[src/rtl/csel_pkg.sv]
`timescale 1ns/1ps
package csel_pkg;
   localparam int CFG_W   = 16;
   localparam int BLK_LO  = 11;
   localparam int BLK_FLD = 3;

   typedef enum logic [1:0] {
      PIN_DISC  = 2'b00,
      PIN_ALT   = 2'b01,
      PIN_SEL8  = 2'b10,
      PIN_SEL16 = 2'b11
   } pin_mode_e;

   typedef enum logic [1:0] {
      CFG_PIN  = 2'b00,
      CFG_BASE = 2'b01,
      CFG_OPT  = 2'b10,
      CFG_PORT = 2'b11
   } cfg_sel_e;

   // option word without its unused top bit
   typedef struct packed {
      logic [1:0] lanes;
      logic [1:0] dir;
      logic       ds_time;
      logic [3:0] term;
      logic [1:0] space;
      logic [2:0] ipl;
      logic       avec;
   } opt_t;

   localparam logic [3:0] TERM_FAST = 4'd14;
   localparam logic [3:0] TERM_EXT  = 4'd15;

   // lowest compared address bit for a block size code
   function automatic int blk_shift(input logic [2:0] code);
      case (code)
         3'd0:    return 11;
         3'd1:    return 13;
         3'd2:    return 14;
         3'd3:    return 16;
         3'd4:    return 17;
         3'd5:    return 18;
         3'd6:    return 19;
         default: return 20;
      endcase
   endfunction
endpackage

[src/rtl/csel_regs.sv]
`timescale 1ns/1ps
module csel_regs import csel_pkg::*; #(
   parameter int          NCH       = 12,
   parameter int          CH_W      = 4,
   parameter logic [1:0]  BOOT_PIN  = 2'b11,
   parameter logic [15:0] BOOT_BASE = 16'h0007,
   parameter logic [14:0] BOOT_OPT  = 15'h7B70
) (
   input  logic                   clk,
   input  logic                   rst_n,
   input  logic                   cfg_we,
   input  logic [CH_W-1:0]        cfg_ch,
   input  logic [1:0]             cfg_sel,
   input  logic [CFG_W-1:0]       cfg_data,
   output logic [NCH-1:0][1:0]    pin_o,
   output logic [NCH-1:0][CFG_W-1:0] base_o,
   output opt_t [NCH-1:0]         opt_o,
   output logic [NCH-1:0]         port_o
);
   for (genvar g = 0; g < NCH; g++) begin : g_ch
      localparam logic [1:0]       PIN_RST  = (g == 0) ? BOOT_PIN  : 2'b00;
      localparam logic [CFG_W-1:0] BASE_RST = (g == 0) ? BOOT_BASE : '0;
      localparam logic [14:0]      OPT_RST  = (g == 0) ? BOOT_OPT  : '0;

      logic             wr;
      logic [1:0]       pin_q;
      logic [CFG_W-1:0] base_q;
      opt_t             opt_q;

      assign wr = cfg_we && (cfg_ch == CH_W'(g));

      always_ff @(posedge clk or negedge rst_n) begin
         if (!rst_n) begin
            pin_q  <= PIN_RST;
            base_q <= BASE_RST;
            opt_q  <= opt_t'(OPT_RST);
         end else if (wr) begin
            case (cfg_sel)
               CFG_PIN:  pin_q  <= cfg_data[1:0];
               CFG_BASE: base_q <= cfg_data;
               CFG_OPT:  opt_q  <= opt_t'(cfg_data[14:0]);
               default:  ;
            endcase
         end
      end

      assign pin_o[g]  = pin_q;
      assign base_o[g] = base_q;
      assign opt_o[g]  = opt_q;
   end

   always_ff @(posedge clk or negedge rst_n) begin
      if (!rst_n)
         port_o <= '0;
      else if (cfg_we && cfg_sel == CFG_PORT)
         port_o <= cfg_data[NCH-1:0];
   end
endmodule

[src/rtl/csel_match.sv]
`timescale 1ns/1ps
module csel_match import csel_pkg::*; #(
   parameter int ADDR_W = 24
) (
   input  logic                   sel_en,
   input  logic [CFG_W-1:0]       base_i,
   input  logic [1:0]             lanes,
   input  logic [1:0]             dir,
   input  logic                   ds_time,
   input  logic [1:0]             space,
   input  logic [2:0]             ipl,
   input  logic [ADDR_W-1:BLK_LO] bus_addr,
   input  logic                   bus_as,
   input  logic                   bus_ds,
   input  logic                   bus_rw,
   input  logic                   bus_upper,
   input  logic                   bus_lower,
   input  logic                   bus_cpu,
   input  logic                   bus_super,
   input  logic [2:0]             bus_ipl,
   output logic                   hit,
   output logic                   drive
);
   int   shift;
   logic addr_ok, lane_ok, dir_ok, space_ok;

   always_comb begin
      shift   = blk_shift(base_i[BLK_FLD-1:0]);
      addr_ok = 1'b1;
      for (int i = BLK_LO; i < ADDR_W; i++) begin
         if (i >= shift && bus_addr[i] != base_i[i - BLK_LO + BLK_FLD])
            addr_ok = 1'b0;
      end
   end

   always_comb begin
      case (lanes)
         2'b01:   lane_ok = bus_lower;
         2'b10:   lane_ok = bus_upper;
         2'b11:   lane_ok = bus_lower | bus_upper;
         default: lane_ok = 1'b0;
      endcase
      case (dir)
         2'b01:   dir_ok = bus_rw;
         2'b10:   dir_ok = ~bus_rw;
         2'b11:   dir_ok = 1'b1;
         default: dir_ok = 1'b0;
      endcase
      case (space)
         2'b00:   space_ok = bus_cpu && (ipl == 3'd0 || ipl == bus_ipl);
         2'b01:   space_ok = ~bus_cpu & ~bus_super;
         2'b10:   space_ok = ~bus_cpu & bus_super;
         default: space_ok = ~bus_cpu;
      endcase
   end

   assign hit   = sel_en & addr_ok & lane_ok & dir_ok & space_ok;
   assign drive = hit & (ds_time ? bus_ds : bus_as);
endmodule

[src/rtl/csel_term.sv]
`timescale 1ns/1ps
module csel_term import csel_pkg::*; #(
   parameter int NCH    = 12,
   parameter int WCNT_W = 5
) (
   input  logic                 clk,
   input  logic                 rst_n,
   input  logic                 bus_as,
   input  logic                 bus_cpu,
   input  logic [NCH-1:0]       hit,
   input  logic [NCH-1:0]       wide_en,
   input  logic [NCH-1:0][3:0]  term_i,
   input  logic [NCH-1:0]       avec_en,
   output logic                 ack,
   output logic                 ack_wide,
   output logic                 avec_req
);
   logic              win_any, win_wide, win_avec, done;
   logic [3:0]        win_term;
   logic [WCNT_W-1:0] wcnt;

   // lowest index wins
   always_comb begin
      win_any  = 1'b0;
      win_wide = 1'b0;
      win_avec = 1'b0;
      win_term = '0;
      for (int i = NCH - 1; i >= 0; i--) begin
         if (hit[i]) begin
            win_any  = 1'b1;
            win_wide = wide_en[i];
            win_avec = avec_en[i];
            win_term = term_i[i];
         end
      end
   end

   always_comb begin
      if (!win_any || win_term == TERM_EXT)
         done = 1'b0;
      else if (win_term == TERM_FAST)
         done = 1'b1;
      else
         done = (WCNT_W'(win_term) + WCNT_W'(1)) <= wcnt;
   end

   always_ff @(posedge clk or negedge rst_n) begin
      if (!rst_n) begin
         wcnt     <= '0;
         ack      <= 1'b0;
         ack_wide <= 1'b0;
         avec_req <= 1'b0;
      end else begin
         if (!bus_as)
            wcnt <= '0;
         else if (wcnt != '1)
            wcnt <= wcnt + 1'b1;
         ack      <= bus_as & done;
         ack_wide <= bus_as & win_any & win_wide;
         avec_req <= bus_as & win_any & win_avec & bus_cpu;
      end
   end
endmodule

[src/rtl/csel_unit.sv]
`timescale 1ns/1ps
module csel_unit import csel_pkg::*; #(
   parameter int ADDR_W = 24,
   parameter int NCH    = 12,
   parameter int CH_W   = 4,
   parameter int WCNT_W = 5
) (
   input  logic                   clk,
   input  logic                   rst_n,
   input  logic                   cfg_we,
   input  logic [CH_W-1:0]        cfg_ch,
   input  logic [1:0]             cfg_sel,
   input  logic [CFG_W-1:0]       cfg_data,
   input  logic [ADDR_W-1:BLK_LO] bus_addr,
   input  logic                   bus_as,
   input  logic                   bus_ds,
   input  logic                   bus_rw,
   input  logic                   bus_upper,
   input  logic                   bus_lower,
   input  logic                   bus_cpu,
   input  logic                   bus_super,
   input  logic [2:0]             bus_ipl,
   output logic [NCH-1:0]         cs_n,
   output logic [NCH-1:0]         disc_out,
   output logic                   ack,
   output logic                   ack_wide,
   output logic                   avec_req
);
   localparam int CMP_BITS = ADDR_W - BLK_LO;

   initial begin : elab_chk
      if (CMP_BITS != CFG_W - BLK_FLD)
         $fatal(1, "ADDR_W does not fit the base register");
      if (NCH < 1 || NCH > CFG_W || NCH > (1 << CH_W))
         $fatal(1, "NCH out of range for CH_W or port width");
      if ((1 << WCNT_W) - 1 < 15)
         $fatal(1, "WCNT_W too small for 13 wait states");
   end

   logic [NCH-1:0][1:0]       pin_q;
   logic [NCH-1:0][CFG_W-1:0] base_q;
   opt_t [NCH-1:0]            opt_q;
   logic [NCH-1:0]            port_q;
   logic [NCH-1:0]            sel_mask, disc_mask, wide_mask, avec_mask;
   logic [NCH-1:0][3:0]       term_a;
   logic [NCH-1:0]            hit, drive;

   csel_regs #(.NCH(NCH), .CH_W(CH_W)) u_regs (
      .clk(clk), .rst_n(rst_n), .cfg_we(cfg_we), .cfg_ch(cfg_ch),
      .cfg_sel(cfg_sel), .cfg_data(cfg_data),
      .pin_o(pin_q), .base_o(base_q), .opt_o(opt_q), .port_o(port_q)
   );

   for (genvar g = 0; g < NCH; g++) begin : g_dec
      assign sel_mask[g]  = pin_q[g][1];
      assign wide_mask[g] = pin_q[g] == PIN_SEL16;
      assign disc_mask[g] = pin_q[g] == PIN_DISC;
      assign avec_mask[g] = opt_q[g].avec;
      assign term_a[g]    = opt_q[g].term;

      csel_match #(.ADDR_W(ADDR_W)) u_match (
         .sel_en(sel_mask[g]), .base_i(base_q[g]),
         .lanes(opt_q[g].lanes), .dir(opt_q[g].dir),
         .ds_time(opt_q[g].ds_time), .space(opt_q[g].space),
         .ipl(opt_q[g].ipl), .bus_addr(bus_addr),
         .bus_as(bus_as), .bus_ds(bus_ds), .bus_rw(bus_rw),
         .bus_upper(bus_upper), .bus_lower(bus_lower),
         .bus_cpu(bus_cpu), .bus_super(bus_super), .bus_ipl(bus_ipl),
         .hit(hit[g]), .drive(drive[g])
      );
   end

   csel_term #(.NCH(NCH), .WCNT_W(WCNT_W)) u_term (
      .clk(clk), .rst_n(rst_n), .bus_as(bus_as), .bus_cpu(bus_cpu),
      .hit(hit), .wide_en(wide_mask), .term_i(term_a), .avec_en(avec_mask),
      .ack(ack), .ack_wide(ack_wide), .avec_req(avec_req)
   );

   always_ff @(posedge clk or negedge rst_n) begin
      if (!rst_n)
         cs_n <= '1;
      else
         cs_n <= ~drive;
   end

   assign disc_out = port_q & disc_mask;
endmodule

[config.mk]
export PLATFORM = sky130hd
export DESIGN_NAME = csel_unit
export DESIGN_NICKNAME = d
export VERILOG_FILES = /design/src/rtl/csel_pkg.sv /design/src/rtl/csel_regs.sv /design/src/rtl/csel_match.sv /design/src/rtl/csel_term.sv /design/src/rtl/csel_unit.sv
export SDC_FILE = /design/constraint.sdc
export NUM_CORES = 1
export LEC_CHECK = 0
export ABC_AREA = 1
export CORE_MARGIN = 2
export CORE_UTILIZATION = 40
export DETAILED_ROUTE_END_ITERATION = 7
export GPL_ROUTABILITY_DRIVEN = 0
export MAX_ROUTING_LAYER = met4
export PLACE_DENSITY = 0.56
export SYNTH_ARGS = -nofsm -noshare
export SYNTH_HDL_FRONTEND = slang
export SYNTH_SLANG_ARGS = --single-unit
[constraint.sdc]
create_clock -name clk -period 4.4 [get_ports clk]
set_input_delay 0.66 -clock clk [delete_from_list [all_inputs] [get_ports clk]]
set_output_delay 0.66 -clock clk [all_outputs]
set_load 0.05 [all_outputs]
* Yosys cells after proc, flatten, opt, wreduce, memory -nomap -nowiden
Cells that the tools add are included.
** Cells by class
- Add/sub/neg operators :: 2
- $mul :: 0
- Div/mod/pow operators :: 0
- $lt $le $gt $ge :: 157
- Equality and inequality tests :: 366
- Shifts and indexed selects :: 0
- Muxes and demuxes :: 268
- Bitwise logic cells :: 73
- Reductions and logical operators :: 281
** Operators by type and width (number)
- $ge 5x5->1 const A :: 96
- $pmux 5 s7 :: 12
- $ge 4x5->1 const A :: 60
- $mux 1 :: 206
- $logic_and 1x1->1 :: 181
- $ne 1x1->1 :: 156
- $eq 2x2->1 const B :: 74
- $eq 3x3->1 const B :: 36
- $pmux 1 s3 :: 36
- $eq 2x1->1 const B :: 37
- $eq 3x2->1 const B :: 24
- $logic_not 3->1 :: 24
- $reduce_and 2->1 :: 36
- $and 1x1->1 :: 67
- $logic_not 2->1 :: 25
- $mux 4 :: 12
- $eq 3x1->1 const B :: 12
- $eq 3x3->1 :: 12
- $eq 4x4->1 const B :: 6
- $eq 4x3->1 const B :: 4
- $logic_or 1x1->1 :: 13
- $and 12x12->12 :: 1
- $not 12->12 :: 1
- $mux 5 :: 2
- 11 further kinds :: 14
** Storage, ports and cells
- Register bits :: 428
- Latch bits :: 0
- Bits in writable memories :: 0
- Memory bits (read-only) :: 0
- Bits of input ports :: 48
- Output and inout port bits :: 27
- Word-level logic and storage cells :: 1261
- Memories kept :: 0

* Logic depth before layout (Yosys ltp)
- Word-level depth :: 38
- Gate-level depth with buffers :: 35
- Gate-level depth less buffers :: 35

* Cells and area by module
A second synthesis with hierarchy kept.
** Second synthesis, totals
- Cell total of the unflattened synthesis :: 3518
- Area, all modules :: 24880.1 um2
** Modules (own cells, without submodules)
- csel_regs :: instances 1, cells an instance 1877, area each 16668.5 um2, seq. area each 10227.3 um2
- csel_match :: instances 12, cells an instance 111, area each 524.3 um2, seq. area each 0.0 um2
- csel_term :: instances 1, cells an instance 225, area each 1305.0 um2, seq. area each 200.2 um2
- csel_unit :: instances 1, cells an instance 84, area each 615.6 um2, seq. area each 315.3 um2

* Least setup slack after synthesis
Ideal clock, no wire load.
- Kind :: input to register
- Start point :: in bus_addr[11] in the netlist's numbering
- End point :: reg u_term.ack
- Library setup time :: 0.118 ns
- Arrival time :: 3.403 ns
- Required time :: 4.282 ns
- Slack :: 0.880 ns
- Stages on the path :: 30
- Cell sequence :: buf_2 -> buf_6 -> or2_1 -> nand3_1 -> nand2_1 -> nand2_1 -> nand3_1 -> nor2_1 -> nand2_2 -> o21ai_0 -> inv_1 -> nand2_1 -> nand2_1 -> nand2_1 -> nand2_1 -> nand2_1 -> nand2_1 -> nand2_1 -> inv_1 -> ha_1 -> inv_1 -> nor2_1 -> nand2_2 -> inv_1 -> ha_1 -> nand4_1 -> o221ai_1 -> o21ai_0 -> a21oi_1 -> nor2_1
** On the way
- Word-level cells in the longest chain between the ends :: 36
- Elaborated cells on any way between the ends :: 261
- Classes of those cells :: add/sub (1); order compare (1); eq/ne (14); mux (182); bitwise (49); reduce/logical (14)
** RTL lines
- start: declaration :: RTL line csel_unit.sv:14 : input logic [ADDR_W-1:BLK_LO] bus_addr,
- $ne 1x1->1 :: RTL line csel_match.sv:31 : if (i >= shift && bus_addr[i] != base_i[i - BLK_LO + BLK_FLD])
- $logic_and 1x1->1 :: RTL line csel_match.sv:31
- $mux 1 (13 in a row) :: RTL line csel_match.sv:31
- $and 1x1->1 (4 in a row) :: RTL line csel_match.sv:57 : assign hit = sel_en & addr_ok & lane_ok & dir_ok & space_ok;
- $mux 4 (12 in a row) :: RTL line csel_term.sv:29 : if (hit[i]) begin
- $add 4x1->5 :: RTL line csel_term.sv:44 : done = (WCNT_W'(win_term) + WCNT_W'(1)) <= wcnt;
- $le 5x5->1 :: RTL line csel_term.sv:44
- $mux 1 :: RTL line csel_term.sv:41 : else if (win_term == TERM_FAST)
- $mux 1 (*) :: RTL line csel_term.sv:39 : if (!win_any || win_term == TERM_EXT)
- $and 1x1->1 (*) :: RTL line csel_term.sv:58 : ack <= bus_as & done;
- end signal: assignment :: RTL line csel_term.sv:58
- end: declaration :: RTL line csel_term.sv:14 : output logic ack,
Mark *: on every way between the ends. The rest lies on a longest branch, timed or not.
A chain may end at the register's enable or synchronous reset.

* Final worst setup path
- Start point :: in bus_addr[18] in the netlist's numbering
- End point :: reg u_term.ack
** On the way
- Word-level cells in the longest chain between the ends :: 29
- Elaborated cells on any way between the ends :: 177
- Classes of those cells :: add/sub (1); order compare (1); eq/ne (14); mux (98); bitwise (49); reduce/logical (14)
** RTL lines (RTL line)
- $ne 1x1->1 :: csel_match.sv:31
- $logic_and 1x1->1 :: csel_match.sv:31
- $mux 1 (6 in a row) :: csel_match.sv:31
- $and 1x1->1 (4 in a row) :: csel_match.sv:57
- $mux 4 (12 in a row) :: csel_term.sv:29
- $add 4x1->5 :: csel_term.sv:44
- $le 5x5->1 :: csel_term.sv:44
- $mux 1 :: csel_term.sv:41
- $mux 1 (*) :: csel_term.sv:39
- $and 1x1->1 (*) :: csel_term.sv:58
Marked as above.

==> summary.md <==
| Metric | Value |
|---|---|
| Status | complete, no violations |
| Sequential power share | a little under half |
| Synthesized cell area | 0.0208 mm^2 |
| Clock-pin slew on the worst setup and hold paths | about 0.060 ns |
| Setup bufs post-CTS | 0 |
| Post-CTS Hold Fix Bufs | 0 |
| Crit Path Category | input port to flip-flop |
| Startpoint Class | input port |
| Num Clock Sinks | approximately 430 |
| Row Count | 83 |
| Mapped Cells | roughly 2500 |
| Worst Skew | 0.0208 ns |
| DRC viols | 0 |
| WL final | slightly above 60000 um |
| Fmax | between 0.2 and 0.25 GHz |
| Initial Utilization | between 40 and 50% |
| Share of cells above drive strength 1 | approximately 11% |
| Fin. Hold Viols | 0 |
| Die width | roughly 230 um |
| Library cells used by synthesis | 50 |
| CTS resizes | 0 |
| Power Total | 10.7 mW |
| Register area share after synthesis | between 50% and 60% |
| Top FF cell, synth | dfrtp_1 |
| Max incr delay on CP | 0.46 ns |
| Comb power frac | 14.7% |
| Root buffer cell | clkbuf_16 |
| Via count | 17300 |
| Arrival time worst endpoint | 4.51 ns |
| Iter 0 DRT Violations | around 1500 |
| Num ports | between 70 and 80 |
| Htree depth | 2 |
| HP Class | input port to asynchronous set/reset pin |
| RSZ-0062 raised after global routing | no |
| Total GRT Usage | between 20% and 30% |
| #FFs+latches synth | 428 |
| Max Buffers Root-to-Sink | 3 |
| Switching Share | 27.9% |
| Vias per cell | about 5.2 |
| Global-route wire length before repair | slightly below 100000 um |
| Slew Limit Fails | 0 |
| Max-Cap Viols | 0 |
| WL/cell | between 15 and 20 um |
| Part of the power in the clock network | between 40% and 50% |
| Post-synth EDFFs | 0 |
| Area growth from synthesis to layout | 18.5% |
| Post-DRT Antenna Nets | 0 |
| Worst skew pair latency | 0.59 ns |
| FFs w/ async S/R, synth | 100% |
| Setup Viol. Count Final | 0 |
| Most common cell after layout, fill and taps aside | nand2_1 |
| Most frequent cells in the layout | nand2_1, o21ai_0, dfrtp_1, inv_1, nor2_1 |
| Rel. slew slack | approximately 17% |
| Yosys warns | 0 |
| Max FO, Critical Path | 6 |
| CTS tree | built |
| Nets | roughly 2700 |
| Final HPWL DP | a little over 40000 um |
| Total core area | slightly above 0.05 mm^2 |
| Vias in the first global route | about 17000 |
| Synth top area share | 48.4% |
| Leakage power | around 11 nW |
| XOR/XNOR Fraction of Synth Area | 4.80% |
| P_int | between 7 and 8 mW |
| Post-synthesis mux area share | 0.0482% |
| Pwr Density | 434 mW/mm^2 |
| Die area | around 0.054 mm^2 |
| Gr ovfl total | 0 |
| Maximum vdd ir drop | between 0.0002 and 0.00025 V |
| Setup ws final | between 0.3 and 0.4 ns |
| Synth Area in Compound Gates | around 15% |
| Slowest CP cell | clkdlybuf4s50_1 |
| Synth Area in Adders | less than 1% |
| Crit. End Element | flip-flop |
| Largest net degree at the start of global routing | 90 |
| Chip Height | roughly 230 um |
| Top cell type by total area after synthesis | dfrtp_1 |
| Worst Max-Slew Pin Slew | roughly 1.2 ns |
| Synth top area cells | dfrtp_1, nand2_1, o21ai_0 |
| Largest family of logic cells by synthesized area | simple AND/OR/NAND/NOR gates |
| Net Count, Synth | approximately 2600 |
| TritonRoute pass-1 iters | 5 |
| Avg Cell Area, Syn | slightly above 8 um^2 |
| Sw Pwr | 2.98 mW |
| PortBufs | 74 |
| Crit path top cell by count | nand2_1 |
| Min cycle time layout | around 4.0 ns |
| Synth Area in Simple Gates | a little over a fifth |
| Initial antenna violation count | 4 |
| DP Worst Slack | -0.235 ns |
| CTS Buf Count | 48 |
| Data required, critical path | 4.87 ns |
| Fin crit share | around nine tenths |
==> Yosys cell counts (all sizes together), types with 4 or more instances <==
master and instances:
o2111ai 4, dfrtp 402, a21oi 44, xor2 37, nand4 15, nor3 18, nor2 134, inv 156
o31ai 14, clkbuf 115, nor4 4, o211ai 23, or2 22, o21ai 445, ha 9, o22ai 24
nand2 781, dfstp 26, xnor2 77, nor3b 10, nand3 100, a22o 4, a21boi 6, o221ai 4
buf 34
==> per-layer routing <==
metal / part of all wire (%) / GRT usage, % / wire length [um]
met4: 2.3 / 5.89 / 1420
met1: 45 / 32.1 / 27600
met3: 5.3 / 2.97 / 3200
met2: 47 / 38.7 / 28500
met5: 0 / - / 0
==> worst max-delay path, delay by kind of cell <==
kind / cells / cell delay (ns)
AND/OR/NAND/NOR: 17 / 1.69
AO/OA/AOI/OAI: 3 / 0.38
buffers and inverters: 6 / 1.09
adder cells (fa/ha/maj): 2 / 0.50
XOR/XNOR: 1 / 0.17
==> registers in the layout, summed over array words and instances (netlist names) <==
register / flops
u_regs.opt_o: 180
u_term.ack_wide: 1
u_regs.g_ch.pin_q: 24
cs_n: 12
u_term.ack: 1
u_term.avec_req: 1
u_term.wcnt: 5
u_regs.g_ch.base_q: 192
u_regs.port_o: 12
==> cells by family (layout without fill, tap and decap cells) <==
group,Yosys count,after routing
AND/OR/NAND/NOR,1088,1088
AO/OA/AOI/OAI,582,582
flip-flops,428,428
buffers and inverters,305,453
XOR/XNOR,114,114
adder cells (fa/ha/maj),9,9
multiplexers,1,1
other,0,1
==> path summary, 6_finish.rpt <==
path | start | to | slack [ns] | cells past startpoint
worst max-delay path | bus_addr[18] | u_term.ack | 0.36 | 29
worst min-delay path | rst_n | u_regs.g_ch[10].base_q[3] | 0.11 | 1
worst max register to register | u_regs.g_ch[8].base_q[11] | u_term.ack | 0.75 | 27
worst min register to register | u_regs.opt_o[100] | cs_n[6] | 0.46 | 1
max in group asynchronous | rst_n | u_regs.g_ch[0].base_q[2] | 3.24 | 2
min in group clk | u_regs.opt_o[100] | cs_n[6] | 0.46 | 1
==> area by class of cell <==
cell class / instances / area, um^2
clock buffer: 66 / 1390
tap: 680 / 851
multi-input combinational: 1794 / 8740
timing repair buffer: 213 / 2040
antenna: 1 / 2.50
sequential: 428 / 10700
clock inverter: 18 / 278
inverter: 156 / 593
fill: 5066 / 26700
==> stage by stage <==
step           utilization [%]  cells  TNS (ns)  instance area (um^2)  hold WS [ns]
2_1_floorplan                -   2527         0                 20800         0.364
3_3_place_gp              44.8   3271    -0.150                 23000         0.447
3_5_place_dp              44.8   3271    -0.235                 23000         0.453
4_1_cts                   48.0   3355         0                 24600         0.118
5_1_grt                   48.0   3355         0                 24600         0.152
6_report                  48.0   3356         0                 24600         0.111
==> power by group through the flow <==
| stage | registers, mW | clock network, mW | logic (mW) |
|---|---|---|---|
| after floorplan | 4.79 | 0 | 1.05 |
| after global placement | 4.86 | 0 | 1.55 |
| after detailed placement | 4.89 | 0 | 1.58 |
| after CTS | 4.82 | 4.37 | 1.59 |
| after global routing | 4.90 | 4.54 | 1.79 |
| final | 4.83 | 4.29 | 1.57 |
Note: power is estimated with default switching activity, not from simulation.
